## src/rtl/sram_tmg_pkg.sv

```systemverilog
package sram_tmg_pkg;

   typedef struct packed {
      int unsigned cyc_rd;
      int unsigned acc_addr;
      int unsigned acc_sel;
      int unsigned acc_oe;
      int unsigned cyc_wr;
      int unsigned sel_to_end;
      int unsigned addr_to_end;
      int unsigned we_pulse;
      int unsigned dat_setup;
      int unsigned we_bus_off;
   } sram_tmg_t;

   typedef enum logic [1:0] {
      ST_IDLE = 2'd0,
      ST_RD   = 2'd1,
      ST_WR   = 2'd2,
      ST_HOLD = 2'd3
   } seq_st_e;

   function automatic sram_tmg_t grade_tmg(input int unsigned grade);
      sram_tmg_t t;
      case (grade)
         70:      t = '{70, 70, 70, 35, 70, 60, 60, 55, 30, 25};
         100:     t = '{100, 100, 100, 75, 100, 100, 100, 90, 60, 50};
         200:     t = '{200, 200, 200, 125, 200, 190, 190, 125, 100, 100};
         default: t = '{55, 55, 55, 20, 55, 45, 45, 45, 25, 20};
      endcase
      return t;
   endfunction

   function automatic int unsigned ns2clk(input int unsigned ns, input int unsigned per);
      int unsigned c;
      c = (ns + per - 1) / per;
      return (c < 1) ? 1 : c;
   endfunction

   function automatic int unsigned umax(input int unsigned a, input int unsigned b);
      return (a > b) ? a : b;
   endfunction

endpackage

```

## src/rtl/sram_seq_fsm.sv

```systemverilog
module sram_seq_fsm
   import sram_tmg_pkg::*;
#(
   parameter int unsigned RD_CLKS      = 3,
   parameter int unsigned WE_CLKS      = 3,
   parameter int unsigned HZ_CLKS      = 1,
   parameter bit          OE_LOW_WRITE = 1'b0,
   parameter int unsigned CNT_W        = 4
) (
   input  logic clk,
   input  logic rst_n,
   input  logic req_valid,
   input  logic req_write,
   output logic idle,
   output logic accept,
   output logic rd_done,
   output logic nxt_sel,
   output logic nxt_we,
   output logic nxt_oe,
   output logic nxt_drv
);

   localparam logic [CNT_W-1:0] RD_LOAD = CNT_W'(RD_CLKS - 1);
   localparam logic [CNT_W-1:0] WE_LOAD = CNT_W'(WE_CLKS - 1);

   seq_st_e          st_q, st_d;
   logic [CNT_W-1:0] cnt_q, cnt_d;

   always_comb begin
      st_d    = st_q;
      cnt_d   = cnt_q;
      accept  = 1'b0;
      rd_done = 1'b0;
      case (st_q)
         ST_IDLE: begin
            if (req_valid) begin
               accept = 1'b1;
               if (req_write) begin
                  st_d  = ST_WR;
                  cnt_d = WE_LOAD;
               end else begin
                  st_d  = ST_RD;
                  cnt_d = RD_LOAD;
               end
            end
         end
         ST_RD: begin
            if (cnt_q == '0) begin
               rd_done = 1'b1;
               st_d    = ST_IDLE;
            end else begin
               cnt_d = cnt_q - 1'b1;
            end
         end
         ST_WR: begin
            if (cnt_q == '0) st_d = ST_HOLD;
            else             cnt_d = cnt_q - 1'b1;
         end
         default: st_d = ST_IDLE;
      endcase
   end

   always_ff @(posedge clk or negedge rst_n) begin
      if (!rst_n) begin
         st_q  <= ST_IDLE;
         cnt_q <= '0;
      end else begin
         st_q  <= st_d;
         cnt_q <= cnt_d;
      end
   end

   assign idle    = (st_q == ST_IDLE);
   assign nxt_sel = (st_d != ST_IDLE);
   assign nxt_we  = (st_d == ST_WR);

   generate
      if (OE_LOW_WRITE) begin : g_oe_low
         logic [CNT_W-1:0] elapsed_d;
         assign elapsed_d = WE_LOAD - cnt_d;
         assign nxt_oe  = (st_d == ST_RD) || (st_d == ST_WR);
         assign nxt_drv = ((st_d == ST_WR) && (elapsed_d >= CNT_W'(HZ_CLKS)))
                          || (st_d == ST_HOLD);
      end else begin : g_oe_high
         assign nxt_oe  = (st_d == ST_RD);
         assign nxt_drv = (st_d == ST_WR) || (st_d == ST_HOLD);
      end
   endgenerate

endmodule

```

## src/rtl/sram_pin_reg.sv

```systemverilog
module sram_pin_reg #(
   parameter int unsigned ADDR_W = 17,
   parameter int unsigned DATA_W = 8
) (
   input  logic              clk,
   input  logic              rst_n,
   input  logic              accept,
   input  logic [ADDR_W-1:0] req_addr,
   input  logic [DATA_W-1:0] req_wdata,
   input  logic              nxt_sel,
   input  logic              nxt_we,
   input  logic              nxt_oe,
   input  logic              nxt_drv,
   output logic [ADDR_W-1:0] mem_addr,
   output logic              mem_ce1_n,
   output logic              mem_ce2,
   output logic              mem_we_n,
   output logic              mem_oe_n,
   output logic [DATA_W-1:0] mem_dq_out,
   output logic              mem_dq_oe
);

   always_ff @(posedge clk or negedge rst_n) begin
      if (!rst_n) begin
         mem_ce1_n <= 1'b1;
         mem_ce2   <= 1'b0;
         mem_we_n  <= 1'b1;
         mem_oe_n  <= 1'b1;
         mem_dq_oe <= 1'b0;
      end else begin
         mem_ce1_n <= ~nxt_sel;
         mem_ce2   <= nxt_sel;
         mem_we_n  <= ~nxt_we;
         mem_oe_n  <= ~nxt_oe;
         mem_dq_oe <= nxt_drv;
      end
   end

   always_ff @(posedge clk or negedge rst_n) begin
      if (!rst_n) begin
         mem_addr   <= '0;
         mem_dq_out <= '0;
      end else if (accept) begin
         mem_addr   <= req_addr;
         mem_dq_out <= req_wdata;
      end
   end

endmodule

```

## src/rtl/sram_rd_capture.sv

```systemverilog
module sram_rd_capture #(
   parameter int unsigned DATA_W = 8
) (
   input  logic              clk,
   input  logic              rst_n,
   input  logic              rd_done,
   input  logic [DATA_W-1:0] mem_dq_in,
   output logic [DATA_W-1:0] rd_data,
   output logic              rd_valid
);

   always_ff @(posedge clk or negedge rst_n) begin
      if (!rst_n) begin
         rd_data  <= '0;
         rd_valid <= 1'b0;
      end else begin
         rd_valid <= rd_done;
         if (rd_done) rd_data <= mem_dq_in;
      end
   end

endmodule

```

## src/rtl/sram_async_ctrl.sv

```systemverilog
module sram_async_ctrl
   import sram_tmg_pkg::*;
#(
   parameter int unsigned ADDR_W        = 17,
   parameter int unsigned DATA_W        = 8,
   parameter int unsigned CLK_PERIOD_NS = 20,
   parameter int unsigned SPEED_GRADE   = 55,
   parameter bit          OE_LOW_WRITE  = 1'b0
) (
   input  logic              clk,
   input  logic              rst_n,
   input  logic              req_valid,
   output logic              req_ready,
   input  logic              req_write,
   input  logic [ADDR_W-1:0] req_addr,
   input  logic [DATA_W-1:0] req_wdata,
   output logic [DATA_W-1:0] rd_data,
   output logic              rd_valid,
   output logic [ADDR_W-1:0] mem_addr,
   output logic              mem_ce1_n,
   output logic              mem_ce2,
   output logic              mem_we_n,
   output logic              mem_oe_n,
   output logic [DATA_W-1:0] mem_dq_out,
   input  logic [DATA_W-1:0] mem_dq_in,
   output logic              mem_dq_oe
);

   localparam sram_tmg_t TM = grade_tmg(SPEED_GRADE);
   localparam int unsigned P = CLK_PERIOD_NS;

   localparam int unsigned RD_CLKS = umax(umax(ns2clk(TM.cyc_rd, P), ns2clk(TM.acc_addr, P)),
                                          umax(ns2clk(TM.acc_sel, P), ns2clk(TM.acc_oe, P)));
   localparam int unsigned HZ_CLKS = ns2clk(TM.we_bus_off, P);
   localparam int unsigned SD_CLKS = ns2clk(TM.dat_setup, P);
   localparam int unsigned WC_CLKS = ns2clk(TM.cyc_wr, P);
   localparam int unsigned WE_BASE = umax(umax(ns2clk(TM.we_pulse, P), ns2clk(TM.sel_to_end, P)),
                                          umax(ns2clk(TM.addr_to_end, P),
                                               (WC_CLKS > 1) ? WC_CLKS - 1 : 1));
   localparam int unsigned WE_CLKS = OE_LOW_WRITE ? umax(WE_BASE, HZ_CLKS + SD_CLKS)
                                                  : umax(WE_BASE, SD_CLKS);
   localparam int unsigned CNT_W   = $clog2(umax(RD_CLKS, WE_CLKS) + 1) + 1;

   generate
      if (CLK_PERIOD_NS < 1) begin : g_bad_period
         $error("CLK_PERIOD_NS must be at least 1");
      end
      if (SPEED_GRADE != 55 && SPEED_GRADE != 70 &&
          SPEED_GRADE != 100 && SPEED_GRADE != 200) begin : g_bad_grade
         $error("SPEED_GRADE must be 55, 70, 100 or 200");
      end
      if (ADDR_W < 1 || DATA_W < 1) begin : g_bad_width
         $error("ADDR_W and DATA_W must be positive");
      end
   endgenerate

   logic idle, accept, rd_done;
   logic nxt_sel, nxt_we, nxt_oe, nxt_drv;

   sram_seq_fsm #(
      .RD_CLKS      (RD_CLKS),
      .WE_CLKS      (WE_CLKS),
      .HZ_CLKS      (HZ_CLKS),
      .OE_LOW_WRITE (OE_LOW_WRITE),
      .CNT_W        (CNT_W)
   ) u_fsm (
      .clk       (clk),
      .rst_n     (rst_n),
      .req_valid (req_valid),
      .req_write (req_write),
      .idle      (idle),
      .accept    (accept),
      .rd_done   (rd_done),
      .nxt_sel   (nxt_sel),
      .nxt_we    (nxt_we),
      .nxt_oe    (nxt_oe),
      .nxt_drv   (nxt_drv)
   );

   sram_pin_reg #(
      .ADDR_W (ADDR_W),
      .DATA_W (DATA_W)
   ) u_pins (
      .clk        (clk),
      .rst_n      (rst_n),
      .accept     (accept),
      .req_addr   (req_addr),
      .req_wdata  (req_wdata),
      .nxt_sel    (nxt_sel),
      .nxt_we     (nxt_we),
      .nxt_oe     (nxt_oe),
      .nxt_drv    (nxt_drv),
      .mem_addr   (mem_addr),
      .mem_ce1_n  (mem_ce1_n),
      .mem_ce2    (mem_ce2),
      .mem_we_n   (mem_we_n),
      .mem_oe_n   (mem_oe_n),
      .mem_dq_out (mem_dq_out),
      .mem_dq_oe  (mem_dq_oe)
   );

   sram_rd_capture #(
      .DATA_W (DATA_W)
   ) u_cap (
      .clk       (clk),
      .rst_n     (rst_n),
      .rd_done   (rd_done),
      .mem_dq_in (mem_dq_in),
      .rd_data   (rd_data),
      .rd_valid  (rd_valid)
   );

   assign req_ready = idle;

endmodule

```

## config.mk

```make
export PLATFORM = sky130hd
export DESIGN_NAME = sram_async_ctrl
export DESIGN_NICKNAME = d
export VERILOG_FILES = /design/src/rtl/sram_tmg_pkg.sv /design/src/rtl/sram_seq_fsm.sv /design/src/rtl/sram_pin_reg.sv /design/src/rtl/sram_rd_capture.sv /design/src/rtl/sram_async_ctrl.sv
export SDC_FILE = /design/constraint.sdc
export NUM_CORES = 1
export LEC_CHECK = 0
export BUFFER_PORTS_ARGS = -buffer_cell sky130_fd_sc_hd__buf_2
export CAP_MARGIN = 20
export CORE_ASPECT_RATIO = 0.7
export CORE_MARGIN = 2
export CORE_UTILIZATION = 40
export CTS_CLUSTER_SIZE = 40
export DETAILED_ROUTE_END_ITERATION = 16
export PLACE_DENSITY = 0.72
export SYNTH_ARGS = -nofsm -noshare
export SYNTH_HDL_FRONTEND = slang
export SYNTH_SLANG_ARGS = --single-unit
```

## constraint.sdc

```tcl
create_clock -name clk -period 1.48 [get_ports clk]
set_input_delay 0.296 -clock clk [delete_from_list [all_inputs] [get_ports clk]]
set_output_delay 0.296 -clock clk [all_outputs]
set_load 0.02 [all_outputs]
```

==> impl_metrics.ini, run 1 <==
[timing]
whs_ps = 237
setup_viol = 0
timing.final.crit_share = 0.999
relSlewSlack = 0.714
hold_viol = 0
layout_min_cycle_time_ps = 1480
worst_slew_pin_slew_ps = 425
fin_skew_ps = 3.80
rsz0062_at_grt = yes
maxSlewViolCount = 0
max_freq_mhz = 676

[min_path]
hp-start = req_wdata[0]
hold_depth = 2
whs_endpoint = u_pins.mem_dq_out[0]
hold_class = primary input to flop

[status]
status = finished, final reports clean

[power_and_ir_drop]
total_power_mw = 6.01
peakVddDrop_v = 0.00112
p_per_area_mw_per_mm2 = 2370
leakagePower_nw = 1.25

[synthesis]
synth_top_cells_by_count = dfrtp_1, mux2_2, inv_1
syn_area_mm2 = 0.00178
synth.net_count = 162
avgSynthCellArea_um2 = 15.0
synth-seq-area-share = 0.620
synth_largest_area_cell = dfrtp_1
yosysTopAreaCellShare = 0.575
yosysMostFrequentCell = dfrtp_1
ys_types = 23
synth_edf_count = 0
yosys_warnings = 0
ys_ff_latch = 44
async_reset_ff_frac = 1.00
syn_inst = 119
netlist_top_cells_area = dfrtp_1, mux2_2, dfstp_2, ha_1, inv_1
ys.flop_type = dfrtp_1

[setup_path]
max_stage_delay_ps = 390
path_cells = inv_2 > ha_4 > ha_4 > nor2b_1 > o221a_1 > or3_1
reg2reg_from = u_fsm.cnt_q[1]
critPathKind = flop to flop
cp_max_fo = 5
cp.required_ps = 1640
end_kind = flop
rrSetupSlack_ps = 1
worst-path-buf-inv = 1
arrival_ps = 1640
reg2reg_depth = 6
critPathLaunchType = flop
crit_top_cell = ha_4
r2r_end = u_pins.mem_ce2
slowest_stage = dfrtp_1
crit_family = flip-flops

[drt]
viasPerCell = 4.65
drt_iter0_markers = 26
wl_per_cell_um = 13.0
vias = 1252
drc = 0
ant_nets = 0
firstDrtPassIters = 2
wirelength_um = 3500

[die]
ios = 77
die_area_mm2 = 0.00502
die_x_um = 83.8
initial_core_util = 0.414
core_mm2 = 0.00430
num_rows = 20
die_h_um = 59.9

[cts]
numCtsBuffers = 5
worstSkewPairLatency_ps = 280
cts_root_buf = clkbuf_8
clockBufferDepth = 2
ctsHtreeMaxLevel = 2
clk_pin_slew_ps = 80
clock-sinks = 44
cts_tree = done

[final_layout]
utilization = 0.588
antenna_cells = 0
layout-drive-gt1-share = 0.682
syn2layout_area_growth_pct = 42.0
fin_area_mm2 = 0.00253
fin_cells = 269
fin_nets = 256

[global_route]
grt.overflow.total = 0
grt_util_all_layers = 0.146
grt_max_degree = 45
antenna_found_initial = 0
grt_pass1_vias = 1280
grt_pass1_wl_um = 5750

[job]
maxCapViolCount = 0

[place]
dp.cells = 259
port-buffer-count = 76
placed_area_mm2 = 0.00240
globalplace.congestion = 0.804
dp_hpwl_um = 2660
## state kept, by name, indices dropped and copies added, names as in the netlist, 2 cells and up
signal and cells:
u_fsm.st_q 2, u_fsm.cnt_q 3, u_cap.rd_data 8, u_pins.mem_dq_out 8
u_pins.mem_addr 17
## cells by family (layout without fill, tap and decap cells)
group                    Yosys count  count (layout)  share of synthesized area
AO/OA/AOI/OAI                      7               7                     0.0414
adder cells (fa/ha/maj)            6               6                     0.0421
buffers and inverters             12             107                     0.0267
flip-flops                        44              44                      0.620
multiplexers                      37              37                      0.232
AND/OR/NAND/NOR                   13              13                     0.0386
## metrics by stage
stage	setup TNS, ps	worst slack (ps)
final	0	1.46
after global routing	-501	-72.7
after global placement	0	19.6
after floorplan	0	13.1
after detailed placement	-25.0	-25.0
after CTS	-2.71	-2.71
## cell type report
class,count,area [um^2]
timing repair buffer,89,537
multi-input combinational,63,683
clock buffer,8,100
fill,383,1770
inverter,10,37.5
sequential,44,1100
tap,55,68.8
## layer usage
layer	up-vias	routed length [um]	GRT usage
met5	-	0	0
li1	603	-	-
met2	53	1600	0.232
met1	594	1600	0.201
met3	2	289	0.0470
met4	0	6	0.0276
## worst reg2reg max path, cell delays in order (launching register included)
cell and delay (ps):
dfrtp_1 390, inv_2 80, ha_4 140, ha_4 150
nor2b_1 60, o221a_1 230, or3_1 310
## where the power goes
part           switching [mW]  total, mW  internal, mW
clock network           0.369      0.794         0.426
registers               0.270       2.09          1.82
logic                    1.63       3.12          1.49
## worst max-delay path by stage
stage              startpoint              to  slack [ps]  cells past startpoint
2_1_floorplan   u_fsm.st_q[0]  u_fsm.cnt_q[1]          10                      4
3_3_place_gp    u_fsm.st_q[0]  u_pins.mem_ce2          20                      4
3_5_place_dp    u_fsm.st_q[0]  u_pins.mem_ce2         -30                      4
4_1_cts         u_fsm.st_q[0]  u_fsm.cnt_q[1]          -3                      4
5_1_grt         u_fsm.st_q[0]   u_fsm.st_q[0]         -70                      4
6_report       u_fsm.cnt_q[1]  u_pins.mem_ce2           1                      6
## placed cells by master (no fill, tap or decap), types with 4 or more instances in the layout
cell,instances
buf_12,4
buf_2,75
buf_4,8
clkbuf_8,7
dfrtp_1,41
inv_1,5
inv_2,5
mux2_2,33
## repair_timing
item / in CTS / in global routing
pin swaps: 4 / 0
gates resized for setup: 3 / 3
endpoints found under the setup margin: 3 / 16
setup buffers: 0 / 1
endpoints found under the hold margin: 41 / 0
hold buffers: 1 / 0
Power figures use the tool's default switching activity.
==> run 2: changes to the inputs <==
--- a/config.mk
+++ b/config.mk
@@ -7,12 +7,14 @@
 export LEC_CHECK = 0
 export BUFFER_PORTS_ARGS = -buffer_cell sky130_fd_sc_hd__buf_2
 export CAP_MARGIN = 20
+export CELL_PAD_IN_SITES_DETAIL_PLACEMENT = 1
+export CELL_PAD_IN_SITES_GLOBAL_PLACEMENT = 2
 export CORE_ASPECT_RATIO = 0.7
 export CORE_MARGIN = 2
-export CORE_UTILIZATION = 40
+export CORE_UTILIZATION = 27
 export CTS_CLUSTER_SIZE = 40
 export DETAILED_ROUTE_END_ITERATION = 16
-export PLACE_DENSITY = 0.72
+export PLACE_DENSITY_LB_ADDON = 0.1
 export SYNTH_ARGS = -nofsm -noshare
 export SYNTH_HDL_FRONTEND = slang
 export SYNTH_SLANG_ARGS = --single-unit
==> run 2 against run 1 <==
Net effect:
- the run now ends with setup timing left
- register-to-register slack lost 50 ps
- sequential share of layout area shrank 1.1 points
- hold slack lost 7.8 ps
- global-route usage shrank 2.2 points
- critical path depth is the same
- highest routed layer unchanged
- first-iteration DRC count grew 110%
- final area grew 2.6%
- flip-flop and latch count is the same
- non-clock buffer count grew 2
==> impl_metrics.ini, run 2 (synthesis gave the netlist of run 1 again) <==
[place]
port-buffer-count = 76
pre_cts_ws_ps = -113
globalplace.congestion = 0.735
dp_hpwl_um = 3300
placed_area_mm2 = 0.00238
dp.cells = 279

[cts]
clk_pin_slew_ps = 80
cts_tree = done
numCtsBuffers = 5
clockBufferDepth = 2
worstSkewPairLatency_ps = 290
cts_root_buf = clkbuf_8
ctsHtreeMaxLevel = 2
clock-sinks = 44

[setup_path]
arrival_ps = 1700
critPathLaunchType = flop
cp.required_ps = 1650
slowest_stage = dfrtp_1
crit_top_cell = ha_4
path_cells = inv_2 > ha_4 > ha_4 > nor2b_4 > o221a_1 > or3_1
cp_max_fo = 5
end_kind = flop
max_stage_delay_ps = 400
critPathKind = flop to flop

[power_and_ir_drop]
leakagePower_nw = 1.26
peakVddDrop_v = 0.000812
p_per_area_mw_per_mm2 = 2400

[die]
die_h_um = 72.0
num_rows = 24
die_x_um = 101
core_mm2 = 0.00631
ios = 77
initial_core_util = 0.283
die_area_mm2 = 0.00728

[timing]
rsz0062_at_grt = yes
setup_viol = 5
worst_slew_pin_slew_ps = 394
hold_viol = 0
max_freq_mhz = 655
layout_min_cycle_time_ps = 1530
relSlewSlack = 0.730
fin_skew_ps = 6.37
maxSlewViolCount = 0
timing.final.crit_share = 1.03
setup_slack_ps = -47.0
setup_tns_ps = -125

[drt]
viasPerCell = 4.28
wl_per_cell_um = 15.3
drc = 0
wirelength_um = 4510
ant_nets = 0
firstDrtPassIters = 4
vias = 1257
drt_iter0_markers = 55

[final_layout]
final_cell_mix = buf_2, dfrtp_1, mux2_2
antenna_cells = 0
fillers = 686
fin_cells = 294
fin_area_mm2 = 0.00260
syn2layout_area_growth_pct = 45.7
layout-drive-gt1-share = 0.708
mostFrequentLayoutCell = buf_2
top_regs = u_pins.mem_addr (17), u_cap.rd_data (8), u_pins.mem_dq_out (8)
fin_nets = 258
largest_reg_flops = 17
largest-register = u_pins.mem_addr

[status]
status = complete, but fails checks
violations = setup timing

[global_route]
grt_pass1_vias = 1386
antenna_found_initial = 0
grt.overflow.total = 0
grt_pass1_wl_um = 6890
grt_util_all_layers = 0.124
grt_max_degree = 26

[min_path]
hold_class = primary input to flop

[job]
maxCapViolCount = 0
## run 2: area by class of cell
| cell class | instances | area [um^2] | share of cell area |
|---|---|---|---|
| Clock buffer | 7 | 86.3 | 0.0332 |
| Tap cell | 78 | 97.6 | 0.0376 |
| Multi-Input combinational cell | 63 | 719 | 0.277 |
| Timing Repair Buffer | 91 | 543 | 0.209 |
| Inverter | 10 | 37.5 | 0.0145 |
| Clock inverter | 1 | 7.51 | 0.00289 |
| Sequential cell | 44 | 1110 | 0.426 |
## run 2: worst paths after layout
kind | startpoint | to | slack, ps | cells past startpoint
worst max-delay path | u_fsm.cnt_q[1] | u_pins.mem_ce2 | -50 | 6
worst min-delay path | req_addr[14] | u_pins.mem_addr[14] | 230 | 2
worst max register to register | u_fsm.cnt_q[1] | u_pins.mem_ce2 | -50 | 6
worst min register to register | u_pins.mem_dq_out[7] | u_pins.mem_dq_out[7] | 500 | 1
max in group asynchronous | rst_n | u_pins.mem_dq_out[1] | 480 | 3
min in group asynchronous | rst_n | u_cap.rd_data[3] | 460 | 2
## run 2: metrics by stage
stage | power [mW] | utilization | hold WS (ps)
floorplan | 4.09 | - | 0.409
global placement | 5.05 | 0.377 | 221
detailed placement | 5.18 | 0.377 | 231
CTS | 6.14 | 0.403 | 217
global route | 6.65 | 0.412 | 210
finish | 6.24 | 0.412 | 229
## run 2: critical path, delay by kind of cell, from the launching register on
kind                     cells  cell delay, ps
AND/OR/NAND/NOR              2             370
adder cells (fa/ha/maj)      2             320
flip-flops                   1             400
AO/OA/AOI/OAI                1             240
buffers and inverters        1              70
## run 2: report_power, final
part / switching [mW] / total, mW / leakage (nW) / internal [mW]
clock: 0.403 / 0.783 / 0.0445 / 0.380
combinational: 1.77 / 3.35 / 0.699 / 1.59
sequential: 0.278 / 2.10 / 0.516 / 1.82
total: 2.45 / 6.24 / 1.26 / 3.78
## run 2: routing by layer
metal,part of all wire,track usage,vias to the layer above,wire (um)
li1,-,-,602,-
met3,0.067,0.0405,4,300
met5,0,0,-,0
met4,0.0062,0.0405,0,28
met1,0.45,0.153,602,2020
met2,0.48,0.207,49,2160
## run 2: what timing repair did
action                                 in CTS  in global routing
buffers inserted                            4                  2
gates resized for setup                     9                  5
endpoints found under the hold margin      11                  0
pin swaps                                   3                  1
hold buffers                                1                  0
setup endpoints to repair                   8                 23
==> run 3: changes to the inputs <==
--- a/config.mk
+++ b/config.mk
@@ -15,6 +15,7 @@
 export CTS_CLUSTER_SIZE = 40
 export DETAILED_ROUTE_END_ITERATION = 16
 export PLACE_DENSITY_LB_ADDON = 0.1
+export SKIP_LAST_GASP = 1
 export SYNTH_ARGS = -nofsm -noshare
 export SYNTH_HDL_FRONTEND = slang
 export SYNTH_SLANG_ARGS = --single-unit
==> run 3 against run 2 <==
Net effect:
- the flow still finishes with violations (setup timing)
- critical path depth is the same
- worst setup slack lost 18 ps
- final area grew 0.63%
- first-iteration DRC count shrank 18%
- fmax shrank 1.2%
- via count grew 0.80%
- critical path type unchanged
- critical endpoint unchanged
- largest power group unchanged
==> impl_metrics.ini, run 3 (synthesis gave the netlist of run 1 again) <==
[final_layout]
final_cell_mix = buf_2, dfrtp_1, mux2_2
mostFrequentLayoutCell = buf_2
syn2layout_area_growth_pct = 46.6
largest-register = u_pins.mem_addr
largest_reg_flops = 17
top_regs = u_pins.mem_addr (17), u_cap.rd_data (8), u_pins.mem_dq_out (8)
layout-drive-gt1-share = 0.696
antenna_cells = 0
fin_nets = 259
utilization = 0.414

[timing]
setup_tns_ps = -255
layout_min_cycle_time_ps = 1550
maxSlewViolCount = 0
rsz0062_at_grt = yes
setup_slack_ps = -65.1
hold_viol = 0
timing.final.crit_share = 1.04
worst_slew_pin_slew_ps = 383
fin_skew_ps = 8.69
relSlewSlack = 0.743
whs_ps = 229
setup_viol = 6
max_freq_mhz = 647

[die]
num_rows = 24
die_area_mm2 = 0.00728
ios = 77
initial_core_util = 0.283
die_x_um = 101
core_mm2 = 0.00631
die_h_um = 72.0

[drt]
wl_per_cell_um = 15.6
viasPerCell = 4.29
ant_nets = 0
vias = 1267
firstDrtPassIters = 4
drt_iter0_markers = 45
drc = 0
wirelength_um = 4610

[job]
maxCapViolCount = 0

[setup_path]
cp_max_fo = 5
end_kind = flop
arrival_ps = 1720
reg2reg_depth = 6
critPathLaunchType = flop
cp.required_ps = 1650
critPathKind = flop to flop

[cts]
clk_pin_slew_ps = 90
cts_root_buf = clkbuf_8
ctsHtreeMaxLevel = 2
numCtsBuffers = 5
clock-sinks = 44
worstSkewPairLatency_ps = 290
clockBufferDepth = 2
cts_tree = done

[status]
violations = setup timing
status = complete, but fails checks

[global_route]
grt_pass1_wl_um = 6890
grt_max_degree = 26
grt.overflow.total = 0
grt_pass1_vias = 1386
grt_util_all_layers = 0.124
antenna_found_initial = 0

[min_path]
hold_class = primary input to flop
hold_depth = 2

[power_and_ir_drop]
leakagePower_nw = 1.28
peakVddDrop_v = 0.000810
p_per_area_mw_per_mm2 = 2380

[place]
port-buffer-count = 76
dp_hpwl_um = 3300
globalplace.congestion = 0.735
-- run 3: changes by cell type in the layout (fill, tap and decap cells not counted), sizes merged --
cell | previous run | this run
buf | 90 | 89
clkbuf | 7 | 9
-- run 3: report_power, final --
group,internal [mW],switching (mW),leakage (nW),total (mW)
clock network,0.380,0.401,0.0445,0.781
logic,1.59,1.76,0.717,3.35
registers,1.82,0.280,0.516,2.10
-- run 3: cell type report --
type / instances / area (um^2)
clock inverter: 1 / 7.51
tap: 78 / 97.6
timing repair buffer: 92 / 573
sequential: 44 / 1110
fill: 680 / 3690
multi-input combinational: 63 / 706
clock buffer: 7 / 86.3
inverter: 10 / 37.5
-- run 3: layer usage --
metal / up-vias / share of wire / GRT usage
li1: 605 / - / -
met1: 604 / 0.46 / 0.153
met2: 54 / 0.47 / 0.207
met3: 4 / 0.066 / 0.0405
met4: 0 / 0.0061 / 0.0405
met5: - / 0 / 0
-- run 3: critical path, cell delays in order, from the launching register on --
cell     delay (ps)
dfrtp_1         400
inv_2            70
ha_4            140
ha_4            180
nor2b_4          50
o221a_1         260
or3_1           320
-- run 3: worst paths after layout --
| path | from | end | slack [ps] |
|---|---|---|---|
| worst max register to register | u_fsm.cnt_q[1] | u_pins.mem_ce2 | -70 |
| max in group asynchronous | rst_n | u_pins.mem_dq_out[1] | 470 |
| worst min register to register | u_pins.mem_dq_out[7] | u_pins.mem_dq_out[7] | 500 |
| min in group asynchronous | rst_n | u_cap.rd_data[3] | 460 |
| worst max-delay path | u_fsm.cnt_q[1] | u_pins.mem_ce2 | -70 |
| worst min-delay path | req_addr[14] | u_pins.mem_addr[14] | 230 |
-- run 3: through the flow --
stage | instances | total power [mW] | worst slack (ps) | area (um^2)
floorplan | 119 | 4.09 | 13.1 | 1830
global placement | 279 | 5.05 | -9.67 | 2380
detailed placement | 279 | 5.18 | -113 | 2380
CTS | 292 | 6.14 | -45.5 | 2540
global route | 295 | 6.64 | -147 | 2610
finish | 295 | 6.23 | -65.1 | 2610
-- run 3: timing repair --
action,CTS,global route
gates resized for setup,8,4
endpoints found under the hold margin,11,0
hold buffers,1,0
gates cloned,0,2
setup endpoints to repair,8,23
buffers inserted,4,1
pin swaps,3,1
